**config.mk**
```make
export PLATFORM = sky130hd
export DESIGN_NAME = cs_status_ctrl
export DESIGN_NICKNAME = d
export VERILOG_FILES = /design/src/rtl/cs_pkg.sv /design/src/rtl/cs_frame_track.sv /design/src/rtl/cs_capture.sv /design/src/rtl/cs_host_regs.sv /design/src/rtl/cs_status_ctrl.sv
export SDC_FILE = /design/constraint.sdc
export NUM_CORES = 1
export LEC_CHECK = 0
export ABC_AREA = 0
export ABC_CLOCK_PERIOD_IN_PS = 27600
export BUFFER_PORTS_ARGS = -buffer_cell sky130_fd_sc_hd__buf_2
export CORE_AREA = 3 3 237 239
export DETAILED_ROUTE_END_ITERATION = 7
export DIE_AREA = 0 0 240 242
export PLACE_DENSITY = 0.61
export RECOVER_POWER = 50
export SYNTH_ARGS = -nofsm -noshare
export SYNTH_HDL_FRONTEND = slang
export SYNTH_SLANG_ARGS = --single-unit
export TNS_END_PERCENT = 10
```
**constraint.sdc**
```tcl
create_clock -name clk -period 27.6 [get_ports clk]
set_input_delay 5.52 -clock clk [delete_from_list [all_inputs] [get_ports clk]]
set_output_delay 5.52 -clock clk [all_outputs]
set_load 0.05 [all_outputs]
```
**src/rtl/cs_pkg.sv**
```systemverilog
package cs_pkg;
  localparam int unsigned CS_NCH  = 8;
  localparam int unsigned CS_BLK  = 192;
  localparam int unsigned CS_BITS = 184;
  localparam logic [7:0]  CS_BASE = 8'h58;
  localparam logic [7:0]  CS_CTRL = 8'h6F;
  localparam logic [7:0]  CS_POLY = 8'h1D;
  localparam logic [7:0]  CS_SEED = 8'hFF;

  typedef enum logic [1:0] {
    CAP_IDLE = 2'd0,
    CAP_WAIT = 2'd1,
    CAP_RUN  = 2'd2
  } cap_state_e;

  // Serial CRC-8 over the status bits, bit 0 first.
  function automatic logic [7:0] crc8_block(input logic [CS_BITS-1:0] d);
    logic [7:0] r;
    logic       fb;
    r = CS_SEED;
    for (int i = 0; i < CS_BITS; i++) begin
      fb = r[7] ^ d[i];
      r  = {r[6:0], 1'b0};
      if (fb) r = r ^ CS_POLY;
    end
    return r;
  endfunction
endpackage

```
**src/rtl/cs_frame_track.sv**
```systemverilog
module cs_frame_track
  import cs_pkg::*;
#(
  parameter int unsigned NCH = CS_NCH,
  parameter int unsigned BLK = CS_BLK,
  localparam int unsigned CHW = $clog2(NCH),
  localparam int unsigned PW  = $clog2(BLK)
) (
  input  logic           clk,
  input  logic           rst_n,
  input  logic           adv,
  input  logic [CHW-1:0] ch,
  input  logic           bs,
  output logic [PW-1:0]  pos
);
  logic [PW-1:0] last [NCH];
  logic [PW-1:0] cur;

  for (genvar g = 0; g < NCH; g++) begin : g_chan
    logic [PW-1:0] cnt_q;
    always_ff @(posedge clk) begin
      if (!rst_n)                       cnt_q <= PW'(BLK - 1);
      else if (adv && ch == CHW'(g))    cnt_q <= pos;
    end
    assign last[g] = cnt_q;
  end

  always_comb begin
    cur = last[ch];
    if (bs)                         pos = '0;
    else if (cur == PW'(BLK - 1))   pos = '0;
    else                            pos = cur + 1'b1;
  end

  // a position never leaves the block
  a_r8_pos_bound: assert property (@(posedge clk) disable iff (!rst_n)
    pos < PW'(BLK));
endmodule

```
**src/rtl/cs_capture.sv**
```systemverilog
module cs_capture
  import cs_pkg::*;
#(
  parameter int unsigned NCH  = CS_NCH,
  parameter int unsigned BITS = CS_BITS,
  localparam int unsigned CHW = $clog2(NCH),
  localparam int unsigned IW  = $clog2(BITS)
) (
  input  logic           clk,
  input  logic           rst_n,
  input  logic           req,
  input  logic [CHW-1:0] req_ch,
  input  logic           adv,
  input  logic [CHW-1:0] ch,
  input  logic           bs,
  input  logic           cbit,
  output logic           busy,
  output logic           waiting,
  output logic           start,
  output logic           done,
  output logic           we,
  output logic [IW-1:0]  widx,
  output logic           wbit
);
  cap_state_e     state;
  logic [CHW-1:0] cap_ch;
  logic [IW-1:0]  nidx;
  logic           hit;

  always_comb begin
    hit     = adv && (ch == cap_ch);
    busy    = (state != CAP_IDLE);
    waiting = (state == CAP_WAIT);
    start   = waiting && hit && bs;
    we      = start || (state == CAP_RUN && hit);
    widx    = start ? '0 : nidx;
    wbit    = cbit;
    done    = (state == CAP_RUN) && hit && (nidx == IW'(BITS - 1));
  end

  always_ff @(posedge clk) begin
    if (!rst_n) begin
      state  <= CAP_IDLE;
      cap_ch <= '0;
      nidx   <= '0;
    end else begin
      unique case (state)
        CAP_IDLE: if (req) begin
          state  <= CAP_WAIT;
          cap_ch <= req_ch;
        end
        CAP_WAIT: if (start) begin
          state <= CAP_RUN;
          nidx  <= IW'(1);
        end
        CAP_RUN: if (hit) begin
          if (done) state <= CAP_IDLE;
          else      nidx  <= nidx + 1'b1;
        end
        default: state <= CAP_IDLE;
      endcase
    end
  end

  // collection begins in the cycle after the block start is seen
  a_r9_run_after_start: assert property (@(posedge clk) disable iff (!rst_n)
    start |=> (state == CAP_RUN));
  // the index only moves forward while running
  a_r10_index_forward: assert property (@(posedge clk) disable iff (!rst_n)
    (state == CAP_RUN && hit && !done) |=> (nidx == $past(nidx) + 1'b1));
endmodule

```
**src/rtl/cs_host_regs.sv**
```systemverilog
module cs_host_regs
  import cs_pkg::*;
#(
  parameter int unsigned NCH  = CS_NCH,
  parameter int unsigned BITS = CS_BITS,
  localparam int unsigned CHW    = $clog2(NCH),
  localparam int unsigned IW     = $clog2(BITS),
  localparam int unsigned NBYTES = BITS / 8,
  localparam int unsigned OW     = $clog2(NBYTES)
) (
  input  logic            clk,
  input  logic            rst_n,
  input  logic [7:0]      addr,
  input  logic            wr,
  input  logic [7:0]      wdata,
  output logic [7:0]      rdata,
  input  logic            cap_busy,
  input  logic            cap_start,
  input  logic            cap_done,
  input  logic            cap_we,
  input  logic [IW-1:0]   cap_idx,
  input  logic            cap_bit,
  output logic [BITS-1:0] bank,
  output logic            mode,
  output logic [CHW-1:0]  sel,
  output logic            req,
  output logic            rqst,
  output logic            wend
);
  logic          bank_hit;
  logic          ctrl_hit;
  logic [7:0]    off_full;
  logic [OW-1:0] boff;

  always_comb begin
    bank_hit = (addr >= CS_BASE) && (addr < CS_BASE + 8'(NBYTES));
    ctrl_hit = (addr == CS_CTRL);
    off_full = addr - CS_BASE;
    boff     = off_full[OW-1:0];
    req      = wr && ctrl_hit && wdata[4] && wdata[3] && !cap_busy;
  end

  always_ff @(posedge clk) begin
    if (!rst_n) begin
      bank <= '0;
    end else begin
      if (wr && bank_hit && !cap_busy) bank[{boff, 3'b000} +: 8] <= wdata;
      if (cap_we)                      bank[cap_idx] <= cap_bit;
    end
  end

  always_ff @(posedge clk) begin
    if (!rst_n) begin
      sel  <= '0;
      mode <= 1'b0;
      rqst <= 1'b0;
      wend <= 1'b0;
    end else begin
      if (wr && ctrl_hit) begin
        sel  <= wdata[CHW-1:0];
        mode <= wdata[3];
      end
      if (req)            rqst <= 1'b1;
      else if (cap_start) rqst <= 1'b0;
      if (req)            wend <= 1'b0;
      else if (cap_done)  wend <= 1'b1;
    end
  end

  always_comb begin
    if (bank_hit)      rdata = bank[{boff, 3'b000} +: 8];
    else if (ctrl_hit) rdata = 8'({wend, rqst, mode, sel});
    else               rdata = 8'h00;
  end

  // the bank is frozen against host writes while capture owns it
  a_r11_bank_locked: assert property (@(posedge clk) disable iff (!rst_n)
    (wr && bank_hit && cap_busy && !cap_we) |=> $stable(bank));
  // a request without demultiplex mode does not start capture
  a_r12_need_demux: assert property (@(posedge clk) disable iff (!rst_n)
    (wr && ctrl_hit && wdata[4] && !wdata[3] && !rqst) |=> !rqst);
endmodule

```
**src/rtl/cs_status_ctrl.sv**
```systemverilog
module cs_status_ctrl
  import cs_pkg::*;
#(
  parameter int unsigned NCH  = CS_NCH,
  parameter int unsigned BLK  = CS_BLK,
  parameter int unsigned BITS = CS_BITS,
  localparam int unsigned CHW = $clog2(NCH),
  localparam int unsigned PW  = $clog2(BLK),
  localparam int unsigned IW  = $clog2(BITS)
) (
  input  logic           clk,
  input  logic           rst_n,
  input  logic [7:0]     hst_addr,
  input  logic           hst_wr,
  input  logic [7:0]     hst_wdata,
  output logic [7:0]     hst_rdata,
  input  logic           in_valid,
  output logic           in_ready,
  input  logic [CHW-1:0] in_chan,
  input  logic           in_blk_start,
  input  logic           in_cbit,
  output logic           out_valid,
  input  logic           out_ready,
  output logic [CHW-1:0] out_chan,
  output logic           out_cbit
);
  logic            adv;
  logic [PW-1:0]   pos;
  logic [BITS-1:0] bank;
  logic            mode, req, rqst, wend;
  logic [CHW-1:0]  sel;
  logic            cap_busy, cap_waiting, cap_start, cap_done, cap_we, cap_bit;
  logic [IW-1:0]   cap_idx;
  logic [7:0]      crc;
  logic            nxt_cbit;

  assign in_ready = !out_valid || out_ready;
  assign adv      = in_valid && in_ready;

  cs_frame_track #(.NCH(NCH), .BLK(BLK)) u_track (
    .clk(clk), .rst_n(rst_n), .adv(adv), .ch(in_chan), .bs(in_blk_start), .pos(pos)
  );

  cs_capture #(.NCH(NCH), .BITS(BITS)) u_cap (
    .clk(clk), .rst_n(rst_n), .req(req), .req_ch(hst_wdata[CHW-1:0]),
    .adv(adv), .ch(in_chan), .bs(in_blk_start), .cbit(in_cbit),
    .busy(cap_busy), .waiting(cap_waiting), .start(cap_start), .done(cap_done),
    .we(cap_we), .widx(cap_idx), .wbit(cap_bit)
  );

  cs_host_regs #(.NCH(NCH), .BITS(BITS)) u_regs (
    .clk(clk), .rst_n(rst_n), .addr(hst_addr), .wr(hst_wr), .wdata(hst_wdata),
    .rdata(hst_rdata), .cap_busy(cap_busy), .cap_start(cap_start),
    .cap_done(cap_done), .cap_we(cap_we), .cap_idx(cap_idx), .cap_bit(cap_bit),
    .bank(bank), .mode(mode), .sel(sel), .req(req), .rqst(rqst), .wend(wend)
  );

  always_comb begin
    crc = crc8_block(bank);
    if (mode)                    nxt_cbit = in_cbit;
    else if (pos < PW'(BITS))    nxt_cbit = bank[pos];
    else                         nxt_cbit = crc[pos[2:0]];
  end

  always_ff @(posedge clk) begin
    if (!rst_n) begin
      out_valid <= 1'b0;
      out_chan  <= '0;
      out_cbit  <= 1'b0;
    end else if (adv) begin
      out_valid <= 1'b1;
      out_chan  <= in_chan;
      out_cbit  <= nxt_cbit;
    end else if (out_ready) begin
      out_valid <= 1'b0;
    end
  end

  // a stalled output holds
  a_r4_hold_stalled: assert property (@(posedge clk) disable iff (!rst_n)
    (out_valid && !out_ready) |=> (out_valid && $stable(out_chan) && $stable(out_cbit)));
  // the request flag mirrors a pending capture
  a_r9_rqst_tracks_wait: assert property (@(posedge clk) disable iff (!rst_n)
    rqst == cap_waiting);
  // completion only comes out of an active capture
  a_r10_wend_source: assert property (@(posedge clk) disable iff (!rst_n)
    $rose(wend) |-> $past(cap_busy));
endmodule

```
# == Word level (Yosys, flattened, before mapping) ==
# Index checks and enable logic that the tools add are counted.
# op_classes
add_sub_neg,4
n_lt_le_gt_ge,8
muxes,218
bitwise,368
reduce_logical,36
n_shift,3
eq_ne,18
# op_table
cell,count
$mux 5,184
$not 4->4,183
$mux 184,3
$bwmux 184,2
$shift 8x10->184 const A,1
$shiftx 184x9->8,1
$shiftx 8x10->184,1
$xor 1x1->1,180
$mux 8,9
$bmux 8 s3,1
$logic_and 1x1->1,22
$lt 8x9->1 const B,2
$add 8x1->8 const B,2
$eq 8x8->1 const B,2
$pmux 8 s2,1
$eq 3x3->1 const B,4
$neg 8->10,1
$mux 1,9
$bmux 1 s8,1
$demux 1 s8,1
$eq 8x7->1 const B,1
$ge 8x1->1 const B,1
$ge 8x7->1 const B,1
$lt 8x7->1 const B,1
26 further kinds,41
# word_totals
word_cells,674
register_bits,272

# == Depth between registers and ports, before layout ==
# Gate-level depths: netlist of run 1.
# depth
ltp_word,371
depth_mapped,32

# == Hierarchy ==
# A second synthesis of run 1 with hierarchy kept.
# unflattened
cells_unflattened,2812
area_unflattened_um2,28594.9
# by_module_without_submodules
module,area_each_um2,seq_area_each_um2,cells_per_inst,instances
cs_status_ctrl,12709.7,100.1,853,1
cs_host_regs,11765.0,3803.6,1503,1
cs_frame_track,3310.7,1281.2,358,1
cs_capture,809.5,260.2,98,1

# == Worst setup path after synthesis of run 1 ==
# OpenSTA, ideal clock, no wires.
# synth_timing
path_kind,input -> output
startpoint,in hst_addr[0]
endpoint,out hst_rdata[6]
path_stages,8
arrival_ns,8.617
slack_ns,13.463
path_cell_list,clkbuf_1 -> buf_1 -> clkbuf_1 -> mux4_2 -> nor2_1 -> a211oi_1 -> a21oi_1 -> nor3_1
# synth_between
elab_chain_len,3
# synth_rtl
item,line_no,rtl
"start, declared",cs_status_ctrl.sv:13,"input logic [7:0] hst_addr,"
"$sub 5x5->5, or another cell as far along",cs_host_regs.sv:38,off_full = addr - CS_BASE;
$shiftx 184x9->8 / $logic_and 1x1->1 (equally long branches),"cs_host_regs.sv:71, cs_host_regs.sv:36",
$mux 8 (*),cs_host_regs.sv:71,"if (bank_hit) rdata = bank[{boff, 3'b000} +: 8];"
"end, declared",cs_status_ctrl.sv:16,"output logic [7:0] hst_rdata,"
# Every way passes the cells marked *; elsewhere a longest branch is shown, timed or not.

# == Worst setup path after layout of run 1 ==
# layout_timing
startpoint,in hst_addr[1]
endpoint,out hst_rdata[1]
# layout_between
elab_chain_len,3
# layout_rtl
item,line_no
"$sub 5x5->5, or another cell as far along",cs_host_regs.sv:38
"$shiftx 184x9->8, or another cell as far along",cs_host_regs.sv:71
$mux 8 (*),cs_host_regs.sv:71
# Marks and branches as above.

==> results of run 1 <==
## final cells by class
cell class	count	area, um2	area share (%)
Multi-Input combinational cell	2175	20510	72.00
Sequential cell	272	5445	19.11
Clock buffer	46	997.2	3.500
Tap cell	696	870.8	3.057
Timing Repair Buffer	63	365.4	1.282
Clock inverter	13	172.7	0.6060
Inverter	33	123.9	0.4348
Antenna cell	1	2.502	0.008783
## worst min-delay path, cell delays in order, from the launching register on
cell     delay [ps]
dfxtp_1         310
nand2_1          50
a21oi_1          60
## stage by stage
stage          setup WS (ps)  hold slack [ps]
6_report               12130            468.3
4_1_cts                13620            469.5
3_5_place_dp           13630            458.7
5_1_grt                11960            502.2
3_3_place_gp           13650            449.7
2_1_floorplan          13460            439.5
## per-layer routing
metal	track usage [%]	share of wire, %	wire, um
met2	49.08	42	42010
met3	9.290	13	13020
met5	0	0.037	37
met4	11.58	3.8	3829
met1	48.76	41	41600
## final timing paths
kind,to,slack (ps),cells after the start
worst max register to register,out_cbit$_SDFFE_PN0P_,14640,30
worst min register to register,out_chan[2]$_SDFFE_PN0P_,470,2
worst max-delay path,hst_rdata[1],12130,6
worst min-delay path,out_chan[2]$_SDFFE_PN0P_,470,2
## logic make-up (layout without fill, tap and decap cells)
kind of cell / count (synthesis) / count (layout) / synth area share, %
xor+xnor: 738 / 738 / 38.49
buf+inv: 299 / 155 / 4.223
mux: 147 / 147 / 8.528
other cells: 0 / 1 / 0
simple gates: 694 / 694 / 10.83
fa+ha+maj: 7 / 7 / 0.3237
compound gates: 589 / 589 / 17.47
flops: 272 / 272 / 20.13
## registers in the layout, indices dropped and copies added (netlist names)
| signal | count |
|---|---|
| u_regs.rqst | 1 |
| u_regs.mode | 1 |
| out_cbit | 1 |
| u_cap.cap_ch | 3 |
| out_chan | 3 |
| u_regs.sel | 3 |
| u_cap.state | 2 |
| u_regs.bank | 184 |
| u_regs.wend | 1 |
| u_cap.nidx | 8 |
| u_track.g_chan.cnt_q | 64 |
| out_valid | 1 |
## cells in the mapped netlist (all sizes together) (7+ instances only)
library cell,instances,area (um2)
nor2b,13,81.33
a211oi,24,180.2
inv,32,120.1
buf,24,108.9
clkbuf,242,909.6
o21ai,92,460.4
dfxtp,272,5445
mux2,8,90.09
and2,16,100.1
xnor2,355,3428
nand2b,7,43.79
a221o,10,100.1
a21boi,8,60.06
a21oi,43,215.2
nor2,69,259.0
o311a,172,1722
a31oi,13,81.33
xor2,129,1182
xnor3,218,4936
o221ai,138,1209
xor3,36,867.1
nand2,453,1700
nand3,79,395.4
o211ai,49,367.9
mux2i,73,730.7
a311oi,15,131.4
mux4,66,1486
and3,16,100.1
nor3,18,90.09
ha,7,87.58
==> summary by stage, run 1 <==
Run status
The flow ran to the end, but the final reports show violations. The checks that failed: max-capacitance violations, max-slew violations.

Yosys
The number of warnings printed during yosys synthesis is 0. Of all flip-flops after synthesis, the portion carrying an async set or reset was 0%. The cell area that synthesis handed to floorplanning was 0.02705 mm2. Counting distinct cell types in the post-synthesis netlist gives 60. In this run the mean area of a mapped cell was 9.852 um2.

The post-synthesis instance total is 2746. The number of synthesized flops with an enable pin is 0. In the synthesized netlist the dominant register cell turns out to be dfxtp_1.

The share of the yosys chip area belonging to registers is 20.13%. The number of nets handed over by synthesis was 2779. The total of flip-flops plus latches after synthesis is 272.

Floorplanning
The core area is 0.05403 mm2. In this run the horizontal extent of the chip is 240 um. The total I/O pin count is 40. The site row count is 85. The overall die height is 242 um. The effective utilization at floorplan is 50.07%. The floorplan step defined a die boundary enclosing 0.05808 mm2.

Placement
At the end of routability-driven placement, the weighted congestion stood at 0.9992. The count of buffers inserted at the top-level ports is 39. The placed instance count is 3239. The HPWL reported at the end of detailed placement is 72050 um.

The instance area after placement is 0.02734 mm2.

Cells and area
The most common cell after layout, fill and taps aside is nand2_1. The number of inserted filler cells in the final layout is 4920. The final cell utilization of the core is 52.74%. In the layout the commonest cells are 453 x nand2_1, 326 x xnor2_1, 272 x dfxtp_1, 197 x xnor3_1, 172 x o311a_1.

After the flow finishes, the layout carries non-filler instances totaling 3299. The total non-filler cell area in the finished layout is 0.02849 mm2. The final layout net count is 2612. The fraction of final layout cells sized beyond drive strength 1 is 10.18%. From synthesis to final layout, the design area changed by 5.314%.

Timing
The final count of negative-setup-slack endpoints is 0. Setup repair after global routing left no endpoint under its margin. The maximum clock skew at final layout is 22.19 ps. The total count of hold-check failures in the final report is 0. Of the available clock period, the critical path in the final layout requires 56.07%. Headroom to the max-slew limit came out at -183.6%. For the final routed database, the setup TNS stands at 0 ps. The minimum period implied by the final worst setup slack is 15470 ps. Derived from the worst setup path, the maximum achievable clock frequency is 64.62 MHz. The count of final max-slew check failures is 310. The actual slew at the worst max-slew pin is 4254 ps.

CTS
The insertion delay to the later sink of the worst-skew pair is 570 ps. The total number of H-tree levels is 2. The clock-pin slew on the worst setup and hold paths is 60 ps. TritonCTS built the clock tree. The total number of clock tree sinks is 272. The cell at the root of the clock tree is clkbuf_16. The number of gates resized after cts is 0. The CTS buffer count is 34. The number of post-CTS setup repair buffers is 0. The number of hold buffers added after CTS was 0. The clock passes through at most 3 buffers.

Global route
The first global-routing pass estimated 146900 um of wire. The number of global-route vias before repair is 21.42k. For this run the aggregate overflow at the end of global routing stands at 0. The initial antenna violation count was 2.

The largest net degree at the start of global routing is 108. Global routing consumed, over all layers together, 33.92% of the routing resources.

Min path
In this run the worst hold path is classified as flop to flop. The origin of the worst min-delay path is out_chan[2]$_SDFFE_PN0P_.

Setup path
The start point of the critical path is hst_addr[1]. The worst endpoint required time is 22080 ps. Along the worst path, the maximum fanout reaches 52.

The startpoint identified for the worst register-to-register timing path is u_regs.bank[9]$_SDFF_PN0_. The number of buffer and inverter instances along the worst setup path is 2. The startpoint type of the worst setup path is a primary input. On the worst path, the slowest cell contributes a delay of 2200 ps. The nature of the critical path endpoint is an output pin. Traced cell by cell, the critical path runs through clkbuf_1 -> ha_1 -> nand3_1 -> nor4b_2 -> a22o_1 -> buf_2.

The classification of the worst setup path is primary input to output pin. Grouping stages by cell kind, the critical path spends the most delay in buffers and inverters. The slowest stage of the critical path belongs to the cell clkbuf_1. The arrival time at the worst endpoint is 9950 ps.

Flow run
The count of maximum capacitance violations is 4.

Routing
The first-pass iteration count of the detailed router is 8. The DRC marker count from the first detailed-route iteration is 3572. The detailed-route vias per instance is 6.846. The count of nets left with antenna violations once routing finished came out at 0. The final routed DRC violation total is 0. The count of vias placed by the detailed router is 22.59k. The post-detailed-route wirelength per cell is 30.46 um.

For this block, the routed nets add up to 100500 um of wire.
Power of run 1 is left out: the tool's default activity adds up to more than one toggle a clock period on the data nets, which glitch-free logic cannot reach.
==> run 2, diff against run 1 <==
--- a/config.mk
+++ b/config.mk
@@ -6,12 +6,12 @@
 export NUM_CORES = 1
 export LEC_CHECK = 0
 export ABC_AREA = 0
-export ABC_CLOCK_PERIOD_IN_PS = 27600
+export ABC_CLOCK_PERIOD_IN_PS = 13600
 export BUFFER_PORTS_ARGS = -buffer_cell sky130_fd_sc_hd__buf_2
 export CORE_AREA = 3 3 237 239
 export DETAILED_ROUTE_END_ITERATION = 7
 export DIE_AREA = 0 0 240 242
-export PLACE_DENSITY = 0.61
+export PLACE_DENSITY = 0.64
 export RECOVER_POWER = 50
 export SYNTH_ARGS = -nofsm -noshare
 export SYNTH_HDL_FRONTEND = slang
==> constraint.sdc (replaced) <==
create_clock -name clk -period 13.6 [get_ports clk]
set_input_delay 2.72 -clock clk [delete_from_list [all_inputs] [get_ports clk]]
set_output_delay 2.72 -clock clk [all_outputs]
set_load 0.05 [all_outputs]
==> summary by stage, run 2 (synthesized netlist as in run 1, its figures left out) <==
Run status
The run finished, with violations left. The final reports fail on max-capacitance violations, max-slew violations.

Floorplanning
The site row count is 85 (unchanged). The horizontal die dimension is 240 um (unchanged). The effective utilization at floorplan came to 50.07% (unchanged). The overall die height came to 242 um (unchanged). The total I/O pin count was 40 (unchanged). The core area is 0.05403 mm2 (unchanged). The total die area was 0.05808 mm2 (unchanged).

Timing
For this run, the top clock speed supported by timing is 80.31 MHz. In the finished design, the share of the clock period the worst path needs comes to 91.56%. The worst hold slack is 459.5 ps (-8.770 ps).

The headroom to the max-slew limit is -176.7% (+6.9 points). The total count of hold-check failures in the final report is 0 (unchanged). The total negative setup slack is 0 ps (unchanged). The maximum clock skew at final layout is 20.98 ps (-1.208 ps). The clock period could shrink to 12450 ps.

Setup repair after global routing left no endpoint under its margin. The count of final max-slew check failures came to 246 (-21%). The final count of negative-setup-slack endpoints is 0 (unchanged). The final worst setup slack came to 1148 ps (-10980 ps). The actual slew at the worst max-slew pin is 4151 ps (-103.1 ps).

CTS
The CTS buffer count is 30 (-12%). The number of post-CTS setup repair buffers came to 0 (unchanged). The CTS tree is yes. CTS placed an instance of clkbuf_16 at the clock tree root. The total number of H-tree levels is 1 (-1). The total number of clock tree sinks is 272 (unchanged). The insertion delay to the later sink of the worst-skew pair is 600 ps (+30 ps). The number of gates resized after cts is 0 (unchanged).

The clock-pin slew on the worst setup and hold paths is 60 ps (about the same). The number of buffers inserted by hold repair at cts is 0 (unchanged). The worst-case clock buffer depth is 3 (unchanged).

Min path
The path class of the tightest hold or removal check is flop to flop.

Cells and area
The total area of multi-input combinational cells is 0.02050 mm2 (about the same). The non-filler instance count after layout is 3294 (-0.15%). The library cells used most frequently in the layout, excluding fill and tap cells, are 453 x nand2_1, 326 x xnor2_1, 272 x dfxtp_1, 197 x xnor3_1, 172 x o311a_1.

In the final layout, the registers with the most flip-flops are u_regs.bank x184, u_track.g_chan.cnt_q x64, u_cap.nidx x8. The number of flip-flops under the largest register name is 184 (unchanged). The largest register by flop count is u_regs.bank. The final layout net count is 2607 (-0.19%). The register area was 0.005445 mm2 (unchanged). The area growth from synthesis to layout is 4.634%. The most common cell after layout, fill and taps aside is nand2_1. The fraction of final layout cells sized beyond drive strength 1 is 9.518% (-0.67 points). The number of inserted filler cells in the final layout is 4926 (+0.12%).

Routing
The total routed wirelength was 94010 um (-6.5%). The number of antenna-violating nets in the routed design was 0 (unchanged). The detailed-route vias per instance is 6.848 (about the same). The DRC marker count from the first detailed-route iteration is 3517 (-1.5%). The final routed DRC violation total is 0 (unchanged). The first-pass iteration count of the detailed router is 6 (-2). The count of vias placed by the detailed router came to 22.56k (-0.13%). The post-detailed-route wirelength per cell came to 28.54 um (-6.3%).

Flow run
The count of maximum capacitance violations is 7 (+3).

Global route
The global-route wire length before repair is 138800 um (-5.5%). The largest net degree at the start of global routing was 104 (-3.7%). The total track usage is 31.43% (-2.5 points). The number of global-route vias before repair is 21.07k (-1.6%). The aggregate global routing overflow came to 0 (unchanged). The initial antenna violation count was 4 (+2).

Setup path
The classification of the worst setup path is flop to flop. STA classifies the critical path endpoint as a flop. The startpoint type of the worst setup path is a flop.

The largest incremental delay on the critical path came to 560 ps (-1640 ps). The arrival time at the worst endpoint is 12910 ps (+2960 ps). The maximum net fanout on the critical path is 7 (-87%). The worst endpoint required time is 14060 ps (-8020 ps).

The worst reg-to-reg setup slack is 1150 ps (-13490 ps). The library cell appearing most often on the critical path is xnor3_1. Among all stages on the critical path, the largest delay is contributed by xnor3_2.

Placement
The pre-CTS setup slack is 1222 ps (-12400 ps). The placed instance count came to 3238 (-0.031%). The count of buffers inserted at the top-level ports is 39 (unchanged). The HPWL reported at the end of detailed placement is 67910 um (-5.7%).

The global placer's final weighted congestion was 0.9923 (-0.69%).
run 2: final cells by class:
type / instances / share of cell area, %
Inverter: 33 / 0.4376
Sequential cell: 272 / 19.24
Clock buffer: 42 / 3.059
Multi-Input combinational cell: 2175 / 72.42
Tap cell: 696 / 3.076
Clock inverter: 11 / 0.5127
Timing Repair Buffer: 62 / 1.233
Antenna cell: 3 / 0.02652
run 2: metal layers:
layer / global-route usage [%] / wire [um]
met1: 45.18 / 38500
met2: 45.99 / 39800
met3: 7.684 / 11800
met4: 11.14 / 3911
met5: 0 / 0
run 2: worst paths after layout:
check | end | depth (start not counted) | start
setup / recovery | out_cbit$_SDFFE_PN0P_ | 30 | u_regs.bank[9]$_SDFF_PN0_
hold / removal | out_chan[2]$_SDFFE_PN0P_ | 2 | out_chan[2]$_SDFFE_PN0P_
setup reg to reg | out_cbit$_SDFFE_PN0P_ | 30 | u_regs.bank[9]$_SDFF_PN0_
hold reg to reg | out_chan[2]$_SDFFE_PN0P_ | 2 | out_chan[2]$_SDFFE_PN0P_
run 2: through the flow:
stage / cell area, um2 / util, %
2_1_floorplan: 27050 / -
3_3_place_gp: 27330 / 50.58
3_5_place_dp: 27330 / 50.58
4_1_cts: 28340 / 52.45
5_1_grt: 28300 / 52.39
6_report: 28310 / 52.39
run 2: worst max-delay path: cells and delay by family (launching register included):
kind                      cells  cell delay [ps]
xor gates and xnor gates     27            11350
DFF                           1              500
AOI/OAI and AO/OA             2              270
muxes                         1              170
Power of run 2 is left out for the same reason.
